<file path="src/rtl/twolevel_alu_pkg.sv">
package twolevel_alu_pkg;

  // Internal operation select; the encoding is the contract between the
  // decode stage and the execute stage.
  typedef enum logic [2:0] {
    OPS_AND = 3'b000,
    OPS_OR  = 3'b001,
    OPS_ADD = 3'b010,
    OPS_SUB = 3'b110,
    OPS_SLT = 3'b111
  } op_sel_t;

  localparam int unsigned CLASS_W = 2;
  localparam int unsigned FN_W    = 6;

endpackage

</file>
<file path="src/rtl/alu_op_decode.sv">
module alu_op_decode
  import twolevel_alu_pkg::*;
(
  input  logic [CLASS_W-1:0] op_class,
  input  logic [FN_W-1:0]    fn_code,
  output op_sel_t            op_sel
);

  // Second-level decode of the function field; upper two bits are don't-care.
  function automatic op_sel_t fn_to_sel(input logic [FN_W-1:0] fn);
    op_sel_t s;
    casez (fn)
      6'b??0000: s = OPS_ADD;
      6'b??0010: s = OPS_SUB;
      6'b??0100: s = OPS_AND;
      6'b??0101: s = OPS_OR;
      6'b??1010: s = OPS_SLT;
      default:   s = OPS_ADD;
    endcase
    return s;
  endfunction

  always_comb begin
    if (op_class[0])
      op_sel = OPS_SUB;              // compare class wins over bit 1
    else if (!op_class[1])
      op_sel = OPS_ADD;              // address arithmetic
    else
      op_sel = fn_to_sel(fn_code);
  end

endmodule

</file>
<file path="src/rtl/alu_addsub.sv">
module alu_addsub #(
  parameter int unsigned W = 32
) (
  input  logic [W-1:0] a,
  input  logic [W-1:0] b,
  input  logic         sub_en,
  output logic [W-1:0] sum,
  output logic         lt_signed
);

  localparam int unsigned MSB = W - 1;

  logic [W-1:0] b_eff;
  logic         sum_neg;
  logic         sum_ovf;

  function automatic logic [W-1:0] add_cin(input logic [W-1:0] x,
                                           input logic [W-1:0] y,
                                           input logic         cin);
    return x + y + {{(W-1){1'b0}}, cin};
  endfunction

  function automatic logic signed_ovf(input logic xs, input logic ys,
                                      input logic rs);
    return (xs == ys) && (rs != xs);
  endfunction

  assign b_eff     = sub_en ? ~b : b;
  assign sum       = add_cin(a, b_eff, sub_en);
  assign sum_neg   = sum[MSB];
  assign sum_ovf   = signed_ovf(a[MSB], b_eff[MSB], sum[MSB]);
  assign lt_signed = sum_neg ^ sum_ovf;

endmodule

</file>
<file path="src/rtl/alu_select.sv">
module alu_select
  import twolevel_alu_pkg::*;
#(
  parameter int unsigned W = 32
) (
  input  op_sel_t      op_sel,
  input  logic [W-1:0] a,
  input  logic [W-1:0] b,
  input  logic [W-1:0] sum,
  input  logic         lt_signed,
  output logic [W-1:0] y
);

  logic [W-1:0] and_v;
  logic [W-1:0] or_v;
  logic [W-1:0] slt_v;

  for (genvar i = 0; i < W; i++) begin : g_bit
    assign and_v[i] = a[i] & b[i];
    assign or_v[i]  = a[i] | b[i];
    if (i == 0) begin : g_lsb
      assign slt_v[i] = lt_signed;
    end else begin : g_upper
      assign slt_v[i] = 1'b0;
    end
  end

  always_comb begin
    unique case (op_sel)
      OPS_AND: y = and_v;
      OPS_OR:  y = or_v;
      OPS_SLT: y = slt_v;
      default: y = sum;              // add and subtract share the adder
    endcase
  end

endmodule

</file>
<file path="src/rtl/twolevel_alu.sv">
module twolevel_alu
  import twolevel_alu_pkg::*;
#(
  parameter int unsigned WIDTH = 32
) (
  input  logic [WIDTH-1:0]   opnd_a,
  input  logic [WIDTH-1:0]   opnd_b,
  input  logic [CLASS_W-1:0] op_class,
  input  logic [FN_W-1:0]    fn_code,
  output logic [WIDTH-1:0]   result,
  output logic               is_zero
);

  op_sel_t          op_sel;
  logic             sub_en;
  logic [WIDTH-1:0] sum;
  logic             lt_signed;

  alu_op_decode u_decode (
    .op_class (op_class),
    .fn_code  (fn_code),
    .op_sel   (op_sel)
  );

  assign sub_en = (op_sel == OPS_SUB) || (op_sel == OPS_SLT);

  alu_addsub #(.W(WIDTH)) u_addsub (
    .a         (opnd_a),
    .b         (opnd_b),
    .sub_en    (sub_en),
    .sum       (sum),
    .lt_signed (lt_signed)
  );

  alu_select #(.W(WIDTH)) u_select (
    .op_sel    (op_sel),
    .a         (opnd_a),
    .b         (opnd_b),
    .sum       (sum),
    .lt_signed (lt_signed),
    .y         (result)
  );

  assign is_zero = ~|result;

endmodule

</file>
<file path="config.mk">
export PLATFORM = sky130hd
export DESIGN_NAME = twolevel_alu
export DESIGN_NICKNAME = d
export VERILOG_FILES = /design/src/rtl/twolevel_alu_pkg.sv /design/src/rtl/alu_op_decode.sv /design/src/rtl/alu_addsub.sv /design/src/rtl/alu_select.sv /design/src/rtl/twolevel_alu.sv
export SDC_FILE = /design/constraint.sdc
export NUM_CORES = 1
export LEC_CHECK = 0
export ABC_AREA = 1
export ABC_CLOCK_PERIOD_IN_PS = 3350
export BUFFER_PORTS_ARGS = -buffer_cell sky130_fd_sc_hd__buf_2
export CORE_ASPECT_RATIO = 0.9
export CORE_MARGIN = 2
export CORE_UTILIZATION = 56
export DETAILED_ROUTE_END_ITERATION = 10
export GPL_ROUTABILITY_DRIVEN = 0
export GPL_TIMING_DRIVEN = 0
export PLACE_DENSITY = 0.84
export SYNTH_ARGS = -nofsm -noshare
export SYNTH_HDL_FRONTEND = slang
export SYNTH_SLANG_ARGS = --single-unit
</file>
<file path="constraint.sdc">
create_clock -name vclk -period 3.35
set_input_delay 0.1675 -clock vclk [all_inputs]
set_output_delay 0.1675 -clock vclk [all_outputs]
set_load 0.005 [all_outputs]
</file>
Word level (Yosys, flattened, before mapping):

Cells that the tools add are included.

* $add $sub $neg: 2
* multiply operators: 0
* divide/modulo/power cells: 0
* $lt $le $gt $ge: 0
* equality and inequality tests: 9
* shifts and indexed selects: 0
* multiplexer cells: 5
* bitwise logic cells: 66
* reductions and logical operators: 5

Operator list (count)
* one-hot mux 32 bit (3 select lines): 1
* adder 32 x 1 -> 32 bit: 1
* adder 32 bit: 1
* AND 1 bit: 32
* 2-to-1 mux 32 bit: 1
* NOT 32 bit: 1
* bitwise OR 1 bit: 32
* OR reduction 32 bit: 1
* one-hot mux 3 bit (4 select lines): 1
* equality test 4 x 3 -> 1 bit (second input constant): 2
* equality test 3 bit (second input constant): 2
* 2-to-1 mux 3 bit: 2
* equality test 4 x 2 -> 1 bit (second input constant): 1
* equality test 4 bit (second input constant): 1
* equality test 3 x 1 -> 1 bit (second input constant): 1
* logical NOT 3 bit: 1
* equality test 1 bit: 1
* logical AND 1 bit: 1
* logical NOT 1 bit: 1
* logical OR 1 bit: 1
* inequality test 1 bit: 1
* XOR 1 bit: 1

* register bits: 0
* latch bits: 0
* bits in writable memories: 0
* ROM bits: 0
* input bits: 72
* output and inout port bits: 33
* word-level logic and storage cells: 87
* memories: 0

Depth between registers and ports, before layout:

* depth in word-level cells: 15
* gate-level depth with buffers: 25
* gate-level depth less buffers: 24

Hierarchy:

A second synthesis with hierarchy kept.

* cell total of the unflattened synthesis: 802
* area, all modules: 4033.9 um^2

Modules (own cells, without submodules)
* alu_addsub: times used 1, cells each 482, area each 2568.7 um^2, sequential area each 0.0 um^2
* alu_select: times used 1, cells each 272, area each 1275.0 um^2, sequential area each 0.0 um^2
* twolevel_alu: times used 1, cells each 33, area each 123.9 um^2, sequential area each 0.0 um^2
* alu_op_decode: times used 1, cells each 15, area each 66.3 um^2, sequential area each 0.0 um^2

Worst setup path after synthesis:

No wires, ideal clock.

* path type: input -> output
* from: input port fn_code[0]
* to: output port is_zero
* arrival time: 2712 ps
* data required time: 3182 ps
* path slack: 470 ps
* stages on the path: 22
* path buffers: 1
* cell sequence: inv_1 nand4_1 nand2_1 buf_1 xor2_1 ha_1 nand2_1 inv_1 a21oi_1 nand2_1 a21oi_1 nand2_2 nand2_2 nand2_1 nand2_1 nand2_1 xor2_1 nand2_1 nand2_1 nor2_1 nand2_1 nor2_1

* elaborated cells on any way between the ends: 22
* those cells by class: add/sub: 2; eq/ne: 9; mux: 5; bitwise: 1; reduce/logical: 5

RTL lines
* start: declaration: line twolevel_alu.sv:9 `input logic [FN_W-1:0] fn_code,`
* equality test 4 bit (tied with other cells): line alu_op_decode.sv:12 `casez (fn)`
* one-hot mux 3 bit (4 select lines) *: line alu_op_decode.sv:12
* 2-to-1 mux 3 bit *: line alu_op_decode.sv:26 `else if (!op_class[1])`
* 2-to-1 mux 3 bit *: line alu_op_decode.sv:24 `if (op_class[0])`
* equality test 3 bit, on equally long branches: line twolevel_alu.sv:25, alu_select.sv:29
* logical OR 1 bit: line twolevel_alu.sv:25 `assign sub_en = (op_sel == OPS_SUB) || (op_sel == OPS_SLT);`
* 2-to-1 mux 32 bit: line alu_addsub.sv:28 `assign b_eff = sub_en ? ~b : b;`
* adder 32 bit: line alu_addsub.sv:20 `return x + y + {{(W-1){1'b0}}, cin};`
* adder 32 x 1 -> 32 bit: line alu_addsub.sv:20
* one-hot mux 32 bit (3 select lines) *: line alu_select.sv:29 `unique case (op_sel)`
* named net result[31]: line twolevel_alu.sv:10 `output logic [WIDTH-1:0] result,`
* OR reduction 32 bit *: line twolevel_alu.sv:44 `assign is_zero = ~|result;`
* logical NOT 1 bit *: line twolevel_alu.sv:44
* end: declaration: line twolevel_alu.sv:11 `output logic is_zero`

The timed path passes the listed nets; every way through them passes the cells marked *.

Worst setup path after layout:

* from: input port fn_code[0]
* to: output port is_zero

* word-level cells in the longest chain between the ends: 15
* elaborated cells on any way between the ends: 22
* those cells by class: add/sub: 2; eq/ne: 9; mux: 5; bitwise: 1; reduce/logical: 5

Ends and longest elaborated chain
* equality test 4 bit (tied with other cells): line alu_op_decode.sv:12
* one-hot mux 3 bit (4 select lines) *: line alu_op_decode.sv:12
* 2-to-1 mux 3 bit *: line alu_op_decode.sv:26
* 2-to-1 mux 3 bit *: line alu_op_decode.sv:24
* equality test 3 bit, on equally long branches: line twolevel_alu.sv:25, alu_select.sv:29
* logical OR 1 bit: line twolevel_alu.sv:25
* 2-to-1 mux 32 bit: line alu_addsub.sv:28
* adder 32 bit: line alu_addsub.sv:20
* adder 32 x 1 -> 32 bit: line alu_addsub.sv:20
* inequality test 1 bit: line alu_addsub.sv:25 `return (xs == ys) && (rs != xs);`
* logical AND 1 bit: line alu_addsub.sv:25
* XOR 1 bit: line alu_addsub.sv:32 `assign lt_signed = sum_neg ^ sum_ovf;`
* one-hot mux 32 bit (3 select lines) *: line alu_select.sv:29
* OR reduction 32 bit *: line twolevel_alu.sv:44
* logical NOT 1 bit *: line twolevel_alu.sv:44

Every way passes the cells marked *; elsewhere a longest branch is shown, timed or not.

==> metrics.md <==
| Metric | Value |
|---|---|
| CP Class | input pin to output port |
| DR WL/cell | approximately 14 um |
| Initial antenna violation count | 0 |
| Crit path DAT | approximately 3.4 ns |
| Max-cap viol count | 0 |
| Mapped cell area | between 3000 and 4000 sq um |
| Die Wd | slightly below 90 um |
| Aggregate routed wire length | around 13000 um |
| Cells after Synth | between 700 and 800 |
| Synthesized area per cell | around 5.1 sq um |
| # rows | 27 |
| Reg area | 0 sq um |
| Cell Area, Placed | between 4000 and 5000 sq um |
| Synth cell count leaders | nand2_1 (208), inv_1 (115), nor2_1 (105) |
| Detail Placement HPWL | roughly 10000 um |
| Worst Path Required | between 3 and 4 ns |
| CP Capture Type | output port |
| Syn-to-layout area delta | 27.4% |
| Final-report max-slew violation count | 0 |
| Final Hold Fails | 0 |
| Layout cells sized above 1 | approximately a quarter |
| Hold Path End | result[26] |
| First-pass GRT wire length | between 15000 and 20000 um |
| Minimum clock period | approximately 3.6 ns |
| # DRC | 0 |
| Dpl cells | 899 |
| Die H | 80.0 um |
| Fmax | around 0.28 GHz |
| Synth top area share | 21.7% |
| Die footprint | 7070 sq um |
| IO Pins | roughly 110 |
| Leak | around 2.7 nW |
| Core area | 6150 sq um |
| Tot Pwr | 1.21 mW |
| Post-Layout Cell Count | 920 |
| Min-Delay Path Depth | 4 |
| Place WS | -0.651 ns |
| Starting Density | roughly 58% |
| Dominant cell type by area after synthesis | nand2_1 |
| CTS Hold Bufs | 0 |
| Final Util | approximately three quarters |
| Min-delay worst type | input pin to output port |
| CP max FO | 10 |
| Layout Nets | approximately 940 |
| Num sequential | 0 |
| Final setup fails | 1 |
| Sequential-to-total area share from yosys stat | 0% |
| Final-layout clock buffer total | 0 |
| Failing checks | negative setup slack |
| Most frequent cell after synthesis | nand2_1 |
| Post-route setup slack | -0.221 ns |
| Critical Path Source | fn_code[0] |
| First-pass DRT Iterations | 5 |
| Status | finished with violations |
| Netlist cell types | 40 |
| Worst VDD drop | 0.170 mV |
| DR iter-0 viols | 513 |
| Measured slew at the worst slew-check pin | approximately 0.67 ns |
| Ant diodes | 0 |
| Top post-synthesis cells by area | nand2_1 (22%), inv_1 (12%), ha_1 (11%), nor2_1 (11%), xor2_1 (8.5%) |
| I/O Buffers | around 100 |
| Setup TNS | -0.221 ns |
| RSZ-0062 raised after global routing | yes |
| CP startpoint kind | input pin |
| Number of routed nets with antenna violations | 0 |
| Largest net degree at the start of global routing | 11 |
| Vias | 5184 |
| Final Cell Area | roughly 4600 sq um |
| Synthesis Warnings | 0 |
| GRT Util Overall | 33.9% |
| Number of global-route vias before repair | around 4400 |
| Hold Crit Start | opnd_a[26] |
| Hold slack | about 0.69 ns |
| Drt via density | 5.63 |
| Tcrit/Tclk final | 107% |
| GRT overflow | 0 |
| Rel. slew slack | a little under three fifths |
| PwrDens | about 270 nW/um^2 |
| Syn_nets | around 800 |
## timing repair
| item | CTS | global route |
|---|---|---|
| pin swaps | 4 | 29 |
| hold endpoints to repair | 0 | 0 |
| gates resized for setup | 20 | 40 |
| setup endpoints to repair | 10 | 2 |
| setup buffers | 7 | 14 |
## power by group
group / internal (mW) / switching, mW / total [mW] / leakage (nW)
sequential: 0 / 0 / 0 / 0
combinational: 0.469 / 0.744 / 1.21 / 2.73
clock: 0 / 0 / 0 / 0
total: 0.469 / 0.744 / 1.21 / 2.73
## cells by family after synthesis
kind of cell	after synthesis	share of synthesized area, %
compound gates	90	14.3
xor+xnor	36	8.78
fa+ha+maj	34	12.1
buf+inv	131	14.3
simple gates	418	50.6
## layout make-up
class,instances,area [sq um]
repair buffers,124,689
well taps,87,109
fillers,539,1570
inverters,120,453
plain buffers,11,108
multi-input cells,578,3220
## per-layer routing
| metal | global-route usage [%] | routed length, um | up-vias |
|---|---|---|---|
| met2 | 56.5 | 5880 | 326 |
| met3 | 3.93 | 1450 | 61 |
| met4 | 11.8 | 523 | 0 |
| li1 | - | - | 2507 |
| met1 | 44.7 | 5400 | 2290 |
| met5 | 0 | 0 | - |
## worst max-delay path: stages
cell	delay [ns]
buf_2	0.10
inv_1	0.06
nand4_1	0.19
nand2_4	0.19
buf_12	0.17
xor2_2	0.07
ha_1	0.39
nand2_1	0.14
nor2_1	0.26
nand2_1	0.12
nor4_2	0.14
nand2_1	0.09
nand2_2	0.13
nand2_2	0.07
nand2_1	0.10
nand2_1	0.10
nand2_1	0.12
nand2_1	0.07
nand3b_1	0.09
nand2_1	0.07
nand2_1	0.13
nand4_1	0.14
nor2_1	0.14
buf_2	0.12
## how the worst max path moves through the flow
stage,depth (start not counted),end
2_1_floorplan,22,is_zero
3_3_place_gp,21,is_zero
3_5_place_dp,21,is_zero
4_1_cts,22,is_zero
5_1_grt,23,is_zero
6_report,24,is_zero
## placed cells by master, fill, tap and decap left out, drive strengths merged, types with 3 or more instances in the layout
master,n
nand2,219
buf,134
inv,120
nor2,111
nand3,57
xor2,35
a21oi,35
ha,33
o21ai,22
a31oi,18
nand4,11
nor3,9
o211ai,5
and2,3
o21bai,3
nand3b,3
o21a,3
or2,3
Note: power is estimated with default switching activity, not from simulation.
